File: src/rtl/hb_pkg.sv
package hb_pkg;
  typedef enum logic [1:0] {
    DRV_OFF = 2'd0,
    DRV_HI  = 2'd1,
    DRV_LO  = 2'd2
  } drv_e;

  localparam int unsigned SYNC_STAGES = 2;
  localparam int unsigned SYNC_BITS   = 5;
  localparam int unsigned IDX_PWM  = 0;
  localparam int unsigned IDX_SDN  = 1;
  localparam int unsigned IDX_OPEN = 2;
  localparam int unsigned IDX_VLOG = 3;
  localparam int unsigned IDX_VHS  = 4;
endpackage

File: src/rtl/hb_sync.sv
module hb_sync #(
  parameter int unsigned WIDTH  = 1,
  parameter int unsigned STAGES = 2
) (
  input  logic             clk,
  input  logic             rst,
  input  logic [WIDTH-1:0] d_async,
  output logic [WIDTH-1:0] q_sync
);
  logic [WIDTH-1:0] stage_q [STAGES];

  generate
    for (genvar s = 0; s < STAGES; s++) begin : g_stage
      always_ff @(posedge clk) begin
        if (rst) stage_q[s] <= '0;
        else if (s == 0) stage_q[s] <= d_async;
        else stage_q[s] <= stage_q[(s == 0) ? 0 : s-1];
      end
    end
  endgenerate

  assign q_sync = stage_q[STAGES-1];
endmodule

File: src/rtl/hb_dt_clamp.sv
module hb_dt_clamp #(
  parameter int unsigned DT_W   = 9,
  parameter int unsigned MIN_DT = 54,
  parameter int unsigned MAX_DT = 270
) (
  input  logic            clk,
  input  logic            rst,
  input  logic [DT_W-1:0] dt_req,
  output logic [DT_W-1:0] dt_eff
);
  localparam logic [DT_W-1:0] LO_LIM = DT_W'(MIN_DT);
  localparam logic [DT_W-1:0] HI_LIM = DT_W'(MAX_DT);

  logic [DT_W-1:0] dt_next;

  always_comb begin
    if (dt_req < LO_LIM)      dt_next = LO_LIM;
    else if (dt_req > HI_LIM) dt_next = HI_LIM;
    else                      dt_next = dt_req;
  end

  always_ff @(posedge clk) begin
    if (rst) dt_eff <= LO_LIM;
    else     dt_eff <= dt_next;
  end

  AST_DT_IN_RANGE: assert property (@(posedge clk) disable iff (rst)
    (dt_eff >= LO_LIM) && (dt_eff <= HI_LIM));
endmodule

File: src/rtl/hb_dead_core.sv
module hb_dead_core
  import hb_pkg::*;
#(
  parameter int unsigned DT_W = 9
) (
  input  logic            clk,
  input  logic            rst,
  input  logic            pwm_s,
  input  logic            sdn_s,
  input  logic            open_s,
  input  logic            vlog_s,
  input  logic            vhs_s,
  input  logic [DT_W-1:0] dt_eff,
  output drv_e            drv_q
);
  logic            block_all;
  drv_e            target;
  logic [DT_W-1:0] cnt_q;
  logic            gap_done;

  always_comb begin
    block_all = !sdn_s || open_s || !vlog_s;
    if (block_all)  target = DRV_OFF;
    else if (pwm_s) target = vhs_s ? DRV_HI : DRV_OFF;
    else            target = DRV_LO;
  end

  assign gap_done = (cnt_q >= (dt_eff - 1'b1));

  always_ff @(posedge clk) begin
    if (rst) begin
      drv_q <= DRV_OFF;
      cnt_q <= '0;
    end else if (target == DRV_OFF) begin
      drv_q <= DRV_OFF;
      cnt_q <= '0;
    end else if (drv_q == DRV_OFF) begin
      if (gap_done) begin
        drv_q <= target;
        cnt_q <= '0;
      end else begin
        cnt_q <= cnt_q + 1'b1;
      end
    end else if (drv_q != target) begin
      drv_q <= DRV_OFF;
      cnt_q <= '0;
    end
  end

  // independent run-length of the all-off state, used only by the checks
  logic [DT_W-1:0] off_seen_q;
  always_ff @(posedge clk) begin
    if (rst) off_seen_q <= '0;
    else if (drv_q != DRV_OFF) off_seen_q <= '0;
    else if (off_seen_q != '1) off_seen_q <= off_seen_q + 1'b1;
  end

  AST_GAP_BEFORE_ON: assert property (@(posedge clk) disable iff (rst)
    (drv_q != DRV_OFF && $past(drv_q) == DRV_OFF) |-> (off_seen_q >= $past(dt_eff)));
  AST_LEAVE_ON_CHANGE: assert property (@(posedge clk) disable iff (rst)
    (drv_q != DRV_OFF && target != drv_q) |=> (drv_q == DRV_OFF));
  AST_BLOCK_ALL_OFF: assert property (@(posedge clk) disable iff (rst)
    block_all |=> (drv_q == DRV_OFF));
  AST_HS_FAULT: assert property (@(posedge clk) disable iff (rst)
    !vhs_s |=> (drv_q != DRV_HI));
endmodule

File: src/rtl/hb_out_pipe.sv
module hb_out_pipe #(
  parameter int unsigned STAGES = 2
) (
  input  logic clk,
  input  logic rst,
  input  logic hs_d,
  input  logic ls_d,
  output logic hs_q,
  output logic ls_q
);
  logic [1:0] pipe_q [STAGES];

  generate
    for (genvar s = 0; s < STAGES; s++) begin : g_stage
      always_ff @(posedge clk) begin
        if (rst) pipe_q[s] <= 2'b00;
        else if (s == 0) pipe_q[s] <= {hs_d, ls_d};
        else pipe_q[s] <= pipe_q[(s == 0) ? 0 : s-1];
      end
    end
  endgenerate

  assign hs_q = pipe_q[STAGES-1][1];
  assign ls_q = pipe_q[STAGES-1][0];
endmodule

File: src/rtl/hb_deadband_ctrl.sv
module hb_deadband_ctrl
  import hb_pkg::*;
#(
  parameter int unsigned MIN_DT      = 54,
  parameter int unsigned MAX_DT      = 270,
  parameter int unsigned PIPE_STAGES = 2,
  parameter int unsigned DT_W        = $clog2(MAX_DT + 1)
) (
  input  logic            clk,
  input  logic            rst,
  input  logic            pwm_in,
  input  logic            sd_n,
  input  logic            sd_open,
  input  logic [DT_W-1:0] dt_cycles,
  input  logic            vlog_ok,
  input  logic            vhs_ok,
  output logic            hs_en,
  output logic            ls_en
);
  logic [SYNC_BITS-1:0] raw_in;
  logic [SYNC_BITS-1:0] syn;
  logic [DT_W-1:0]      dt_eff;
  drv_e                 drv;

  always_comb begin
    raw_in           = '0;
    raw_in[IDX_PWM]  = pwm_in;
    raw_in[IDX_SDN]  = sd_n;
    raw_in[IDX_OPEN] = sd_open;
    raw_in[IDX_VLOG] = vlog_ok;
    raw_in[IDX_VHS]  = vhs_ok;
  end

  hb_sync #(.WIDTH(SYNC_BITS), .STAGES(SYNC_STAGES)) u_sync (
    .clk(clk), .rst(rst), .d_async(raw_in), .q_sync(syn)
  );

  hb_dt_clamp #(.DT_W(DT_W), .MIN_DT(MIN_DT), .MAX_DT(MAX_DT)) u_clamp (
    .clk(clk), .rst(rst), .dt_req(dt_cycles), .dt_eff(dt_eff)
  );

  hb_dead_core #(.DT_W(DT_W)) u_core (
    .clk(clk), .rst(rst),
    .pwm_s(syn[IDX_PWM]), .sdn_s(syn[IDX_SDN]), .open_s(syn[IDX_OPEN]),
    .vlog_s(syn[IDX_VLOG]), .vhs_s(syn[IDX_VHS]),
    .dt_eff(dt_eff), .drv_q(drv)
  );

  hb_out_pipe #(.STAGES(PIPE_STAGES)) u_pipe (
    .clk(clk), .rst(rst),
    .hs_d(drv == DRV_HI), .ls_d(drv == DRV_LO),
    .hs_q(hs_en), .ls_q(ls_en)
  );

  AST_NEVER_BOTH: assert property (@(posedge clk) disable iff (rst)
    !(hs_en && ls_en));
  AST_RESET_OFF: assert property (@(posedge clk)
    rst |=> (!hs_en && !ls_en));
endmodule

File: config.mk
export PLATFORM = sky130hd
export DESIGN_NAME = hb_deadband_ctrl
export DESIGN_NICKNAME = d
export VERILOG_FILES = /design/src/rtl/hb_pkg.sv /design/src/rtl/hb_sync.sv /design/src/rtl/hb_dt_clamp.sv /design/src/rtl/hb_dead_core.sv /design/src/rtl/hb_out_pipe.sv /design/src/rtl/hb_deadband_ctrl.sv
export SDC_FILE = /design/constraint.sdc
export NUM_CORES = 1
export LEC_CHECK = 0
export ABC_AREA = 0
export BUFFER_PORTS_ARGS = -buffer_cell sky130_fd_sc_hd__buf_2
export CAP_MARGIN = 20
export CORE_MARGIN = 2
export CORE_UTILIZATION = 50
export DETAILED_ROUTE_END_ITERATION = 10
export PLACE_DENSITY = 0.7
export SYNTH_ARGS = -nofsm -noshare
export SYNTH_HDL_FRONTEND = slang
export SYNTH_SLANG_ARGS = --single-unit
File: constraint.sdc
create_clock -name clk -period 8.2 [get_ports clk]
set_clock_uncertainty 0.1 [all_clocks]
set_input_delay 0.82 -clock clk [delete_from_list [all_inputs] [get_ports clk]]
set_output_delay 0.82 -clock clk [all_outputs]
set_load 0.02 [all_outputs]
==> metrics <==
post-synthesis compound-gate area fraction 12.26%; die area 3651 um2; critical path depth in cells 9; worst-path maximum fanout 18; sw frac 23.77%; GRT overflow 0; TritonCTS Buffers 5; CP arrival 3.22 ns; DR iter-0 viols 83; Slew HR 42.07%; Max Cap Viol 0; mux cell area share after synthesis 0.6289%; Clock Tree Buf Depth 2; # IOs 18; dpl cells 236; Final Hold Viols 0; crit path time final 3.057 ns; Worst Tran Pin Value 0.8690 ns; asr flop ratio synth 0%; R2R Path End u_core.cnt_q[3]$_SDFFE_PP0P_; CTS HTree Levels 2; crit path capture u_core.cnt_q[3]$_SDFFE_PP0P_; Final Setup Violations 0; min-delay worst type reg2reg; power per cell area 163.6 nW/um2; global-route wire length before repair 4.609 mm; number of synthesized register bits 34; clk slew on worst S/H paths 0.11 ns; CP max stage delay 0.63 ns; area grow syn2layout 11.16%; CTS Hold Bufs 0; Hold Path Stages 1; fmax 327.1 MHz; Post-Syn Instances 180; Residual DRC 0; routability-driven placement congestion ratio 0.7797; Resized cells post-CTS 0; FF-to-FF Start u_clamp.dt_eff[4]$_SDFF_PP1_; Logic pwr share 6.7%; # diodes 0; Post-synth EDFFs 0; RSZ-0062 raised after global routing no; Starting Density 52.13%; vias in the first global route 1165; Slowest-stage cell, CP a211oi_4; layout cell share with drive strength beyond 1 13.50%; crit path cell chain or4_1 -> nor4_1 -> xnor2_1 -> ha_1 -> o21ai_0 -> o21ai_1 -> a211oi_4 -> nand3_1 -> a31oi_1; register area share after synthesis 42.77%; Seq pwr share 59.6%; ys flop type dfxtp_1; Pleak 0.6711 nW; vias per cell 5.279; post-synthesis net count 207; Worst setup SP type flop; GRT Overall Usage 17.21%; CP Buf/Inv Count 0; Cell variety after synth 38; core area 3053 um2; Register-to-Register Setup Slack 5.14 ns; Port-buffer cells 17; status complete, no violations; Vias 1288; Internal 0.2207 mW; setup tns final 0 ns; Detailed Routing Iterations Pass 1 4; largest family of logic cells by synthesized area simple AND/OR/NAND/NOR gates; post-synthesis adder-cell area fraction 8.648%; Reg2Reg Depth 9; clock root cell clkbuf_4; hold slack 0.3443 ns; Largest delay share family, worst path compound AO/OA/AOI/OAI gates; Peak VDD IR 0.1055 mV; Clock Power Share 33.6%; Clk Latency, worst-skew pair 0.34 ns; initial antenna violation count 0; Antenna Violating Nets Remaining 0; period utilization 37.29%; layout filler cell count 288; drt total wl 2.815 mm; P_sw 0.06880 mW; Layout Cells excl Fill 244; Setup Fix Bufs, Post-CTS 0; number of clock sinks 34; mean post-synth cell area 8.842 um2; nets@finish 226; Post-Syn Area 1592 um2; Crit. Startpoint u_clamp.dt_eff[4]$_SDFF_PP1_; largest net degree at the start of global routing 22; post-synthesis simple-gate area fraction 28.77%; XOR/XNOR share of the synthesized area 3.852%; critical path type reg2reg; Max Slew Vio Count 0; Cell Rows 20; die height 60.42 um; Critical Path RT 8.37 ns; Die Span X 60.42 um; HPWL Detailed 2.156 mm; Synth Warn # 0; Avg WL per Cell 11.54 um; Worst Setup End Kind flop; CTS tree built
## kinds of logic (layout without fill, tap and decap cells)
logic type | count (synthesis) | in the layout
adders and majority gates | 11 | 11
muxes | 1 | 1
xor gates and xnor gates | 7 | 7
and+or+nand+nor | 88 | 88
DFF | 34 | 34
buffers and inverters | 11 | 31
AOI/OAI and AO/OA | 28 | 28
## flip-flops by register name (all words and copies together) (netlist names)
| signal | count |
|---|---|
| u_sync.stage_q | 10 |
| u_core.drv_q | 2 |
| u_clamp.dt_eff | 9 |
| u_pipe.pipe_q | 4 |
| u_core.cnt_q | 9 |
## final cells by class
class                           count  area [um2]  area share [%]
Tap cell                           44       55.05           3.112
Sequential cell                    34       680.7           38.47
Inverter                            6       22.52           1.273
Timing Repair Buffer               17       85.08           4.809
Multi-Input combinational cell    135       862.1           48.73
Clock buffer                        6       51.30           2.900
Clock inverter                      2       12.51          0.7072
## per-layer routing
metal	up-vias	part of all wire [%]	wire (um)	global-route usage (%)
met5	-	0	0	0
met4	0	2.2	61	10.25
met3	7	5.4	152	4.478
met2	31	50	1418	30.59
met1	580	42	1183	18.27
li1	670	-	-	-
## stage by stage
step	setup slack (ns)	utilization [%]	power, mW	area [um2]
6_report	5.143	57.95	0.2895	1769
5_1_grt	4.933	57.95	0.3016	1769
4_1_cts	5.136	57.95	0.2923	1769
3_5_place_dp	5.162	55.86	0.1961	1705
3_3_place_gp	5.354	55.86	0.1947	1705
2_1_floorplan	5.580	-	0.1883	1592
## Yosys cell counts, types with 3 or more instances
library cell	number	area share, %
dfxtp_1	34	43
nand2_1	20	4.7
nor2_1	17	4.0
nor2b_1	14	5.5
ha_1	11	8.6
nand3_1	9	2.8
a31oi_1	6	2.4
inv_1	6	1.4
xnor2_1	6	3.3
a21oi_1	5	1.6
nor3_1	5	1.6
and2_1	4	1.6
clkbuf_1	4	0.94
nand4_1	4	1.6
nand3b_1	3	1.4
## worst register-to-register path: cells and delay by family (launching register included)
family / cells / cell delay (ns)
AO/OA/AOI/OAI: 4 / 1.14
XOR/XNOR: 1 / 0.17
adder cells (fa/ha/maj): 1 / 0.26
flip-flops: 1 / 0.34
AND/OR/NAND/NOR: 3 / 0.99
## worst min path at each step
stage | slack, ns | startpoint | endpoint
5_1_grt | 0.36 | u_sync.stage_q[0][4]$_SDFF_PP0_ | u_sync.stage_q[1][4]$_SDFF_PP0_
6_report | 0.34 | u_sync.stage_q[0][4]$_SDFF_PP0_ | u_sync.stage_q[1][4]$_SDFF_PP0_
4_1_cts | 0.35 | u_sync.stage_q[0][4]$_SDFF_PP0_ | u_sync.stage_q[1][4]$_SDFF_PP0_
2_1_floorplan | 0.31 | u_pipe.pipe_q[0][0]$_SDFF_PP0_ | u_pipe.pipe_q[1][0]$_SDFF_PP0_
3_5_place_dp | 0.32 | u_sync.stage_q[0][4]$_SDFF_PP0_ | u_sync.stage_q[1][4]$_SDFF_PP0_
3_3_place_gp | 0.32 | u_pipe.pipe_q[0][0]$_SDFF_PP0_ | u_pipe.pipe_q[1][0]$_SDFF_PP0_
## layout by cell type (no fill, tap or decap), drive strengths merged, types with 3 or more instances in the layout
cell,count
nand3,9
nand3b,3
ha,11
buf,17
clkbuf,6
dfxtp,34
nand4,4
o21ai,4
and2,4
nor3,6
nand2,20
inv,6
nor2,17
a21oi,5
xnor2,6
nor2b,14
a31oi,6
## power by group through the flow
stage,registers [mW],clock network [mW],logic [mW]
2_1_floorplan,0.176,0,0.0126
3_3_place_gp,0.176,0,0.0185
3_5_place_dp,0.176,0,0.0196
4_1_cts,0.173,0.0999,0.0197
5_1_grt,0.173,0.106,0.0223
6_report,0.173,0.0974,0.0195
Note: power is estimated with default switching activity, not from simulation.
